<file path="config.mk">
export PLATFORM = sky130hd
export DESIGN_NAME = rx_ring_writer
export DESIGN_NICKNAME = d
export VERILOG_FILES = /design/src/rtl/rxw_pkg.sv /design/src/rtl/rxw_regs.sv /design/src/rtl/rxw_packer.sv /design/src/rtl/rxw_ctrl.sv /design/src/rtl/rx_ring_writer.sv
export SDC_FILE = /design/constraint.sdc
export NUM_CORES = 1
export LEC_CHECK = 0
export CORE_MARGIN = 2
export CORE_UTILIZATION = 24
export CTS_BUF_LIST = sky130_fd_sc_hd__clkbuf_8
export CTS_CLUSTER_SIZE = 16
export DETAILED_ROUTE_END_ITERATION = 6
export GPL_ROUTABILITY_DRIVEN = 0
export GPL_TIMING_DRIVEN = 1
export HOLD_SLACK_MARGIN = 0.06
export MAX_ROUTING_LAYER = met4
export PLACE_DENSITY = 0.39
export RECOVER_POWER = 100
export SETUP_SLACK_MARGIN = 0.3
export SLEW_MARGIN = 30
export SYNTH_ARGS = -nofsm -noshare
export SYNTH_HDL_FRONTEND = slang
export SYNTH_SLANG_ARGS = --single-unit
</file>
<file path="constraint.sdc">
create_clock -name clk -period 10.5 [get_ports clk]
set_input_delay 3.15 -clock clk [delete_from_list [all_inputs] [get_ports clk]]
set_output_delay 3.15 -clock clk [all_outputs]
set_load 0.005 [all_outputs]
</file>
<file path="src/rtl/rxw_pkg.sv">
package rxw_pkg;

    localparam int WORD_W      = 32;
    localparam int LEN_W       = 14;
    localparam int SIZE_W      = 13;
    localparam int NORM_SIZE_W = 11;
    localparam int DESC_STRIDE = 16;
    localparam int IDX_W       = LEN_W - 2;

    // writeback word positions
    localparam int BIT_OWN = 31;
    localparam int LEN_LSB = 16;
    localparam int BIT_ES  = 15;
    localparam int BIT_LE  = 12;
    localparam int BIT_FS  = 9;
    localparam int BIT_LS  = 8;
    localparam int BIT_CE  = 1;

    // control word positions
    localparam int C_NOIRQ = 31;
    localparam int N_EOR   = 25;
    localparam int N_CHAIN = 24;
    localparam int E_EOR   = 15;
    localparam int E_CHAIN = 14;

    localparam logic [1:0] RA_CTRL = 2'd0;
    localparam logic [1:0] RA_BASE = 2'd1;
    localparam logic [1:0] RA_STAT = 2'd2;

    typedef enum logic [2:0] {
        ST_IDLE,
        ST_FETCH,
        ST_WAIT,
        ST_DROP,
        ST_FILL,
        ST_WBACK
    } rx_state_e;

    typedef struct packed {
        logic              no_irq;
        logic              ring_end;
        logic              chained;
        logic [SIZE_W-1:0] size;
    } rx_ctl_t;

    function automatic rx_ctl_t decode_ctl(input logic enh, input logic [WORD_W-1:0] w);
        rx_ctl_t c;
        c.no_irq = w[C_NOIRQ];
        if (enh) begin
            c.ring_end = w[E_EOR];
            c.chained  = w[E_CHAIN];
            c.size     = w[SIZE_W-1:0];
        end else begin
            c.ring_end = w[N_EOR];
            c.chained  = w[N_CHAIN];
            c.size     = SIZE_W'(w[NORM_SIZE_W-1:0]);
        end
        return c;
    endfunction

    function automatic logic [WORD_W-1:0] pack_wb(input logic [LEN_W-1:0] len,
                                                  input logic trunc, input logic crc);
        logic [WORD_W-1:0] w;
        w = '0;
        w[LEN_LSB +: LEN_W] = len;
        w[BIT_ES] = trunc | crc;
        w[BIT_LE] = trunc;
        w[BIT_FS] = 1'b1;
        w[BIT_LS] = 1'b1;
        w[BIT_CE] = crc;
        return w;
    endfunction

endpackage

</file>
<file path="src/rtl/rxw_regs.sv">
module rxw_regs
    import rxw_pkg::*;
#(
    parameter int ADDR_W = 32
) (
    input  logic              clk,
    input  logic              rst,
    input  logic              reg_wr,
    input  logic [1:0]        reg_addr,
    input  logic [WORD_W-1:0] reg_wdata,
    output logic [WORD_W-1:0] reg_rdata,
    output logic              run,
    output logic              enh,
    output logic [ADDR_W-1:0] base,
    output logic              base_load,
    output logic [ADDR_W-1:0] base_val,
    input  logic              done_set,
    input  logic              nobuf_set,
    output logic              irq
);

    logic [1:0] stat_q;
    logic [1:0] stat_clr;
    logic [1:0] stat_set;

    assign stat_clr  = (reg_wr && reg_addr == RA_STAT) ? reg_wdata[1:0] : 2'b00;
    assign stat_set  = {nobuf_set, done_set};
    assign base_load = reg_wr && reg_addr == RA_BASE;
    assign base_val  = reg_wdata[ADDR_W-1:0];
    assign irq       = |stat_q;

    always_ff @(posedge clk) begin
        if (rst) begin
            run    <= 1'b0;
            enh    <= 1'b0;
            base   <= '0;
            stat_q <= 2'b00;
        end else begin
            if (reg_wr && reg_addr == RA_CTRL) begin
                run <= reg_wdata[0];
                enh <= reg_wdata[1];
            end
            if (base_load) base <= base_val;
            stat_q <= (stat_q & ~stat_clr) | stat_set;
        end
    end

    always_comb begin
        case (reg_addr)
            RA_CTRL: reg_rdata = {30'd0, enh, run};
            RA_BASE: reg_rdata = WORD_W'(base);
            RA_STAT: reg_rdata = {30'd0, stat_q};
            default: reg_rdata = '0;
        endcase
    end

endmodule

</file>
<file path="src/rtl/rxw_packer.sv">
module rxw_packer
    import rxw_pkg::*;
(
    input  logic              clk,
    input  logic              rst,
    input  logic              clear,
    input  logic              take,
    input  logic [7:0]        din,
    input  logic              last,
    input  logic [SIZE_W-1:0] limit,
    input  logic              flush_ack,
    output logic              flush_req,
    output logic [WORD_W-1:0] flush_word,
    output logic [IDX_W-1:0]  flush_idx,
    output logic [LEN_W-1:0]  stored,
    output logic              trunc
);

    logic [WORD_W-1:0] acc_q;
    logic [WORD_W-1:0] acc_next;
    logic              room;
    logic              word_end;

    assign room     = stored < LEN_W'(limit);
    assign acc_next = acc_q | (WORD_W'(din) << {stored[1:0], 3'b000});
    assign word_end = (stored[1:0] == 2'd3) || last || (stored + 1'b1 == LEN_W'(limit));

    always_ff @(posedge clk) begin
        if (rst || clear) begin
            acc_q      <= '0;
            stored     <= '0;
            trunc      <= 1'b0;
            flush_req  <= 1'b0;
            flush_word <= '0;
            flush_idx  <= '0;
        end else begin
            if (flush_ack) flush_req <= 1'b0;
            if (take) begin
                if (room) begin
                    stored <= stored + 1'b1;
                    if (word_end) begin
                        flush_req  <= 1'b1;
                        flush_word <= acc_next;
                        flush_idx  <= stored[LEN_W-1:2];
                        acc_q      <= '0;
                    end else begin
                        acc_q <= acc_next;
                    end
                end else begin
                    trunc <= 1'b1;
                end
            end
        end
    end

endmodule

</file>
<file path="src/rtl/rxw_ctrl.sv">
module rxw_ctrl
    import rxw_pkg::*;
#(
    parameter int ADDR_W = 32
) (
    input  logic              clk,
    input  logic              rst,
    input  logic              run,
    input  logic              enh,
    input  logic [ADDR_W-1:0] base,
    input  logic              base_load,
    input  logic [ADDR_W-1:0] base_val,
    input  logic              s_valid,
    input  logic              s_last,
    input  logic              s_err,
    output logic              s_ready,
    output logic              mem_req,
    output logic              mem_we,
    output logic [ADDR_W-1:0] mem_addr,
    output logic [WORD_W-1:0] mem_wdata,
    input  logic              mem_ready,
    input  logic              mem_rvalid,
    input  logic [WORD_W-1:0] mem_rdata,
    output logic              pk_clear,
    output logic              pk_take,
    output logic [SIZE_W-1:0] pk_limit,
    output logic              pk_flush_ack,
    input  logic              pk_flush_req,
    input  logic [WORD_W-1:0] pk_flush_word,
    input  logic [IDX_W-1:0]  pk_flush_idx,
    input  logic [LEN_W-1:0]  pk_stored,
    input  logic              pk_trunc,
    output logic              done_set,
    output logic              nobuf_set,
    output logic [ADDR_W-1:0] cur_desc,
    output logic              is_idle
);

    rx_state_e         state_q;
    logic [1:0]        idx_q;
    logic [ADDR_W-1:0] cur_q;
    logic [ADDR_W-1:0] buf_q;
    logic [ADDR_W-1:0] next_q;
    rx_ctl_t           ctl_q;
    logic              crc_q;
    logic              last_q;
    logic [ADDR_W-1:0] nxt_desc;

    assign cur_desc  = cur_q;
    assign is_idle   = state_q == ST_IDLE;
    assign pk_clear  = state_q == ST_IDLE;
    assign pk_limit  = ctl_q.size;
    assign s_ready   = (state_q == ST_DROP) ||
                       (state_q == ST_FILL && !pk_flush_req && !last_q);
    assign pk_take   = state_q == ST_FILL && s_valid && s_ready;
    assign pk_flush_ack = state_q == ST_FILL && pk_flush_req && mem_ready;
    assign nobuf_set = state_q == ST_WAIT && mem_rvalid && idx_q == 2'd0 && !mem_rdata[BIT_OWN];
    assign done_set  = state_q == ST_WBACK && mem_ready && !ctl_q.no_irq;
    assign nxt_desc  = ctl_q.chained  ? next_q :
                       ctl_q.ring_end ? base   : cur_q + ADDR_W'(DESC_STRIDE);

    always_comb begin
        mem_req   = 1'b0;
        mem_we    = 1'b0;
        mem_addr  = cur_q;
        mem_wdata = '0;
        case (state_q)
            ST_FETCH: begin
                mem_req  = 1'b1;
                mem_addr = cur_q + ADDR_W'({idx_q, 2'b00});
            end
            ST_FILL: begin
                mem_req   = pk_flush_req;
                mem_we    = 1'b1;
                mem_addr  = buf_q + ADDR_W'({pk_flush_idx, 2'b00});
                mem_wdata = pk_flush_word;
            end
            ST_WBACK: begin
                mem_req   = 1'b1;
                mem_we    = 1'b1;
                mem_wdata = pack_wb(pk_stored, pk_trunc, crc_q);
            end
            default: ;
        endcase
    end

    always_ff @(posedge clk) begin
        if (rst) begin
            state_q <= ST_IDLE;
            idx_q   <= 2'd0;
            cur_q   <= '0;
            buf_q   <= '0;
            next_q  <= '0;
            ctl_q   <= '0;
            crc_q   <= 1'b0;
            last_q  <= 1'b0;
        end else begin
            case (state_q)
                ST_IDLE: begin
                    if (run && s_valid) begin
                        state_q <= ST_FETCH;
                        idx_q   <= 2'd0;
                    end
                end
                ST_FETCH: begin
                    if (mem_ready) state_q <= ST_WAIT;
                end
                ST_WAIT: begin
                    if (mem_rvalid) begin
                        case (idx_q)
                            2'd1:    ctl_q  <= decode_ctl(enh, mem_rdata);
                            2'd2:    buf_q  <= mem_rdata[ADDR_W-1:0];
                            2'd3:    next_q <= mem_rdata[ADDR_W-1:0];
                            default: ;
                        endcase
                        if (idx_q == 2'd0 && !mem_rdata[BIT_OWN]) begin
                            state_q <= ST_DROP;
                        end else if (idx_q == 2'd3) begin
                            state_q <= ST_FILL;
                            crc_q   <= 1'b0;
                            last_q  <= 1'b0;
                        end else begin
                            idx_q   <= idx_q + 2'd1;
                            state_q <= ST_FETCH;
                        end
                    end
                end
                ST_DROP: begin
                    if (s_valid && s_last) state_q <= ST_IDLE;
                end
                ST_FILL: begin
                    if (pk_take) begin
                        crc_q <= crc_q | s_err;
                        if (s_last) last_q <= 1'b1;
                    end
                    if (last_q && !pk_flush_req) state_q <= ST_WBACK;
                end
                ST_WBACK: begin
                    if (mem_ready) begin
                        state_q <= ST_IDLE;
                        cur_q   <= nxt_desc;
                    end
                end
                default: state_q <= ST_IDLE;
            endcase
            if (base_load) cur_q <= base_val;
        end
    end

endmodule

</file>
<file path="src/rtl/rx_ring_writer.sv">
module rx_ring_writer
    import rxw_pkg::*;
#(
    parameter int ADDR_W = 32
) (
    input  logic              clk,
    input  logic              rst,
    input  logic              reg_wr,
    input  logic [1:0]        reg_addr,
    input  logic [31:0]       reg_wdata,
    output logic [31:0]       reg_rdata,
    output logic              irq,
    input  logic              s_valid,
    input  logic [7:0]        s_data,
    input  logic              s_last,
    input  logic              s_err,
    output logic              s_ready,
    output logic              mem_req,
    output logic              mem_we,
    output logic [ADDR_W-1:0] mem_addr,
    output logic [31:0]       mem_wdata,
    input  logic              mem_ready,
    input  logic              mem_rvalid,
    input  logic [31:0]       mem_rdata
);

    logic              run, enh, base_load;
    logic [ADDR_W-1:0] base, base_val;
    logic              done_set, nobuf_set;
    logic              pk_clear, pk_take, pk_flush_ack, pk_flush_req, pk_trunc;
    logic [SIZE_W-1:0] pk_limit;
    logic [WORD_W-1:0] pk_flush_word;
    logic [IDX_W-1:0]  pk_flush_idx;
    logic [LEN_W-1:0]  pk_stored;
    logic [ADDR_W-1:0] cur_desc_w;
    logic              is_idle_w;

    rxw_regs #(.ADDR_W(ADDR_W)) u_regs (
        .clk       (clk),
        .rst       (rst),
        .reg_wr    (reg_wr),
        .reg_addr  (reg_addr),
        .reg_wdata (reg_wdata),
        .reg_rdata (reg_rdata),
        .run       (run),
        .enh       (enh),
        .base      (base),
        .base_load (base_load),
        .base_val  (base_val),
        .done_set  (done_set),
        .nobuf_set (nobuf_set),
        .irq       (irq)
    );

    rxw_packer u_pack (
        .clk        (clk),
        .rst        (rst),
        .clear      (pk_clear),
        .take       (pk_take),
        .din        (s_data),
        .last       (s_last),
        .limit      (pk_limit),
        .flush_ack  (pk_flush_ack),
        .flush_req  (pk_flush_req),
        .flush_word (pk_flush_word),
        .flush_idx  (pk_flush_idx),
        .stored     (pk_stored),
        .trunc      (pk_trunc)
    );

    rxw_ctrl #(.ADDR_W(ADDR_W)) u_ctrl (
        .clk           (clk),
        .rst           (rst),
        .run           (run),
        .enh           (enh),
        .base          (base),
        .base_load     (base_load),
        .base_val      (base_val),
        .s_valid       (s_valid),
        .s_last        (s_last),
        .s_err         (s_err),
        .s_ready       (s_ready),
        .mem_req       (mem_req),
        .mem_we        (mem_we),
        .mem_addr      (mem_addr),
        .mem_wdata     (mem_wdata),
        .mem_ready     (mem_ready),
        .mem_rvalid    (mem_rvalid),
        .mem_rdata     (mem_rdata),
        .pk_clear      (pk_clear),
        .pk_take       (pk_take),
        .pk_limit      (pk_limit),
        .pk_flush_ack  (pk_flush_ack),
        .pk_flush_req  (pk_flush_req),
        .pk_flush_word (pk_flush_word),
        .pk_flush_idx  (pk_flush_idx),
        .pk_stored     (pk_stored),
        .pk_trunc      (pk_trunc),
        .done_set      (done_set),
        .nobuf_set     (nobuf_set),
        .cur_desc      (cur_desc_w),
        .is_idle       (is_idle_w)
    );

endmodule

</file>
Word level (Yosys, flattened, before mapping)

Cells that the tools add are included.

Flip-flop bits (word level): 247
Latch bits: 0
Bits in writable memories: 0
ROM bits: 0
Bits of input ports: 82
Memories kept: 0

$add $sub $neg: 5
Multiply operators: 0
Div/mod/pow operators: 0
Order comparisons: 1
Equality and inequality tests: 23
Shift-type cells: 1
Multiplexer cells: 39
Bitwise logic cells: 7
Reduce and logical (&&, ||, !) cells: 47

Operators with widths:

| kind                                                | number |
|---|---|
| two-way mux 32 bit                                  | 6 |
| case mux 32 bit (2 select lines)                    | 2 |
| case mux 32 bit (3 select lines)                    | 1 |
| adder 32 x 14 -> 32 bit                             | 1 |
| adder 32 x 4 -> 32 bit                              | 1 |
| adder 32 x 5 -> 32 bit, second input constant       | 1 |
| OR 32 bit                                           | 1 |
| << shifter 8 x 5 -> 32 bit                          | 1 |
| two-way mux 3 bit                                   | 8 |
| != test 2 bit, second input constant                | 10 |
| logical AND 1 bit                                   | 18 |
| case mux 3 bit (6 select lines)                     | 1 |
| two-way mux 15 bit                                  | 1 |
| adder 14 x 1 -> 14 bit, second input constant       | 1 |
| equality test 14 x 13 -> 1 bit                      | 1 |
| less-than comparator 14 x 13 -> 1 bit               | 1 |
| AND reduction 3 bit                                 | 4 |
| AND reduction 6 bit                                 | 2 |
| two-way mux 1 bit                                   | 11 |
| two-way mux 2 bit                                   | 5 |
| AND reduction 5 bit                                 | 2 |
| equality test 2 bit, second input constant          | 4 |
| nonzero test 2 bit                                  | 4 |
| equality test 3 x 2 -> 1 bit, second input constant | 2 |
| other kinds (18)                                    | 34 |

Logic depth before layout (Yosys ltp)

Depth in word-level cells: 7
Depth in mapped cells: 14
Depth with buffers taken out: 11

Cells and area by module

Synthesis repeated with hierarchy kept, for this count alone.

Cell total of the unflattened synthesis: 1773
Area total of the unflattened synthesis: 14177.3 sq um

By module, submodules not included:

| module     | times used | cells each | area each (sq um) | sequential area each (sq um) |
|---|---|---|---|---|
| rxw_ctrl   | 1          | 1107       | 7981.4            | 2382.3 |
| rxw_packer | 1          | 438        | 4067.7            | 1841.8 |
| rxw_regs   | 1          | 228        | 2128.3            | 720.7 |

Worst setup path before layout

No wires, ideal clock.

Path type: input -> output
Start point: input port reg_addr[0]
End point: output port reg_rdata[21]
Data arrival time: 3809 ps
Data required time: 7350 ps
Slack: 3541 ps
Stages: 3
Buffers on the path: 1
Path through: nor2b_1 clkbuf_1 and2_1

Word-level cells in the longest chain between the ends: 2
Elaborated cells on any way between the ends: 4

RTL lines:

| item                                        | line                 | text |
|---|---|---|
| start: declaration                          | rx_ring_writer.sv:9  | `input logic [1:0] reg_addr,` |
| equality test 2 bit (tied with other cells) | rxw_regs.sv:49       | `case (reg_addr)` |
| case mux 32 bit (3 select lines) *          | rxw_regs.sv:49       |  |
| end: declaration                            | rx_ring_writer.sv:11 | `output logic [31:0] reg_rdata,` |

Every way passes the cells marked *; elsewhere a longest branch is shown, timed or not.

Worst setup path in the final report

Start point: input port reg_addr[0]
End point: output port reg_rdata[19]

The elaborated chain is that of the path after synthesis.

==> results.md <==
- Status: complete, but fails checks
- Violated checks: capacitance limit, slew limit
- CTS Buffer Depth: 3
- Vias: 12900
- Period Utilization, post-route: 85.8%
- Chip Height: 241 um
- Synth top area cells: dfxtp_1 (37%), nand2_1 (9.8%), a21oi_1 (8.8%)
- Reg-to-reg startpoint: u_ctrl.state_q[0]
- CP arrival: 5.86 ns
- Min-Delay Endpoint: u_ctrl.next_q[19]
- Die width: 241 um
- Post-CTS Setup Inserts: 0
- Number of remaining DRC errors: 0
- Proportion of layout cells with a drive suffix above 1: 5.43%
- Sink Count: 247
- I/O pin count: 182
- Seq/Total Area, Yosys: 36.8%
- Placed insts: 2600
- Drt pass-1 iters: 5
- Commonest non-fill, non-tap cell in the layout: nand2_1
- CP peak stage delay: 1.06 ns
- Layout Nets: 2021
- Synth area leader: dfxtp_1
- Synth Area per Inst: 7.47 um^2
- Flop-to-flop setup slack: 5.15 ns
- Clock transition at path regs: 0.05 ns
- H-tree depth: 2
- Port bufs: 181
- Endpoint class of the critical path: output pin
- Drt wl/cell: 19.4 um
- Rel. slew slack: -136%
- Yosys warnings: 0
- Non-filler cells, final: 2684
- Tmin final: 9.01 ns
- RR Endpoint: u_pack.acc_q[19]
- Post_cts resized: 0
- Post-synthesis cell count: 1796
- Post-synth top area share: 36.8%
- Largest net degree at the start of global routing: 69
- Num CTS Buffers: 49
- Asr flop ratio synth: 0%
- Final ANT Viol Nets: 0
- Most frequent cells in the layout: nand2_1 (348), dfxtp_1 (246), a21oi_1 (236)
- Yosys reg bits: 247
- Via-per-instance ratio: 4.79
- Final hold violation count: 0
- Initial drt markers: 660
- Worst Hold Class: reg2reg
- Peak supply drop: 0.0000847 V
- Overall Global Routing Usage: 18.2%
- Post-synth EDFFs: 0
- Cell Rows: 86
- CTS Hold Buffers Added: 0
- Top_reg_cell synth: dfxtp_1
- Kind of critical path: in2out
- Least-Margin Pin Slew: 3.55 ns
- Type of origin of the critical path: input port
- Slew Limit Fails: 253
- Root buffer cell: clkbuf_8
- CP Max Fanout: 32
- Area Growth Syn to Fin: 24.1%
- Hold Path Depth: 2
- WL final: 52100 um
- HP Start: u_ctrl.next_q[19]
- Synth unique cells: 71
- CP required: 7.35 ns
- R2R cell count: 10
- CP max-delay cell: clkbuf_1
- Final setup viols: 0
- Syn_nets: 1914
- Total gr overflow: 0
- HPWL after detailed placement: 37400 um
- Core area: 55200 um^2
- Skew-Pair Late Insertion Delay: 0.65 ns
- Worst path most repeated cell: dlygate4sd3_1
- Vias in the first global route: 12700
- P per Cell Area: 132 nW/um^2
- Cell Area, Synth: 13400 um^2
- Antenna violations before repair: 2
- LEAKAGE: 0.00549 uW
- Die area: 57800 um^2
- First-pass GRT wire length: 77600 um
- RSZ-0062 raised after global routing: false
- Crit-path cells: dlygate4sd3_1 > nor2b_1 > clkbuf_1 > and2_1 > dlygate4sd3_1
- Starting density of the core: 24.3%
- Setup TNS: 0 ns
- CTS tree: yes
- Final setup skew: 0.0485 ns
- Max_cap viols: 5
- Fmax achieved: 0.111 GHz
state kept, by name (all words and copies together) (netlist names), 2 cells and up:
name and count:
u_ctrl.buf_q 32, u_ctrl.ctl_q 3, u_ctrl.cur_desc 32, u_ctrl.idx_q 2, u_ctrl.next_q 32, u_ctrl.pk_limit 13
u_ctrl.state_q 3, u_pack.acc_q 32, u_pack.flush_idx 12, u_pack.flush_word 32, u_pack.stored 14, u_regs.base 32
u_regs.stat_q 2
worst max path at each step:
stage,to,startpoint,slack (ns),cells past startpoint
after floorplan,reg_rdata[21],reg_addr[0],3.54,3
after global placement,reg_rdata[0],reg_addr[0],2.43,6
after detailed placement,reg_rdata[1],reg_addr[0],2.38,6
after CTS,reg_rdata[1],reg_addr[0],2.38,6
after global routing,reg_rdata[1],reg_addr[0],1.24,6
final,reg_rdata[19],reg_addr[0],1.49,5
metrics by stage:
step | util (%) | setup WS, ns | power, uW | instance area [um^2] | hold WS (ns)
after floorplan | - | 3.54 | 1120 | 13400 | 0.413
after global placement | 28.4 | 2.43 | 1230 | 15700 | 0.444
after detailed placement | 28.5 | 2.38 | 1240 | 15700 | 0.451
after CTS | 30.2 | 2.38 | 2240 | 16700 | 0.459
after global routing | 30.2 | 1.24 | 2300 | 16600 | 0.482
final | 30.2 | 1.49 | 2200 | 16700 | 0.454
report_power, final:
group | leakage, uW | switching [uW] | total [uW] | internal (uW)
clock network | 0.000553 | 448 | 986 | 538
logic | 0.00294 | 145 | 241 | 95.4
registers | 0.00199 | 20.9 | 970 | 949
kinds of logic (layout without fill, tap and decap cells):
kind of cell / after synthesis / count (layout) / share of synthesized area, %
AOI/OAI and AO/OA: 449 / 449 / 20.2
xor gates and xnor gates: 71 / 71 / 4.63
adders and majority gates: 36 / 36 / 3.47
buffers and inverters: 188 / 326 / 5.95
DFF: 247 / 247 / 36.8
muxes: 52 / 52 / 3.90
other: 0 / 2 / 0
and+or+nand+nor: 753 / 753 / 25.1
routing by layer:
| metal | vias up | routed length, um | track usage (%) |
|---|---|---|---|
| li1 | 6396 | - | - |
| met2 | 319 | 24300 | 29.3 |
| met3 | 82 | 2450 | 2.82 |
| met4 | 0 | 1520 | 6.32 |
| met5 | - | 0 | - |
| met1 | 6065 | 23800 | 23.2 |
final cells by class:
cell class                 count  area [um^2]
clock buffer                  60          826
multi-input combinational   1361         7680
fill                        5988        38500
timing repair buffer         203         1960
inverter                      41          154
antenna                        2         5.00
clock inverter                22          139
sequential                   247         4950
tap                          748          936
synthesized netlist by cell type, types with 3 or more instances:
cell type and count:
nand2_1 349, dfxtp_1 247, a21oi_1 236, nor2_1 190
clkbuf_1 96, and2_1 55, mux2i_1 50, o21ai_0 50
nand3_1 47, a211oi_1 43, xnor2_1 40, inv_1 39
ha_1 34, o211ai_1 31, xor2_1 31, buf_1 21
and3_1 18, nor4_1 17, buf_2 16, nor3_1 16
a31oi_1 15, buf_4 12, nand4_1 12, o221ai_1 12
a21o_1 8, nor2b_1 8, o22ai_1 8, a22oi_1 6
nand2b_1 6, or3_1 6, a211oi_2 5, a211o_1 4
nand3b_1 4, nor3b_1 4, or2_2 4, a2111oi_0 3
and4_1 3, o21a_1 3, o31ai_1 3
critical path: cells and delay by family:
kind,cells,cell delay (ns)
AND/OR/NAND/NOR,2,0.45
buffers and inverters,3,2.25
Power figures use the tool's default switching activity.
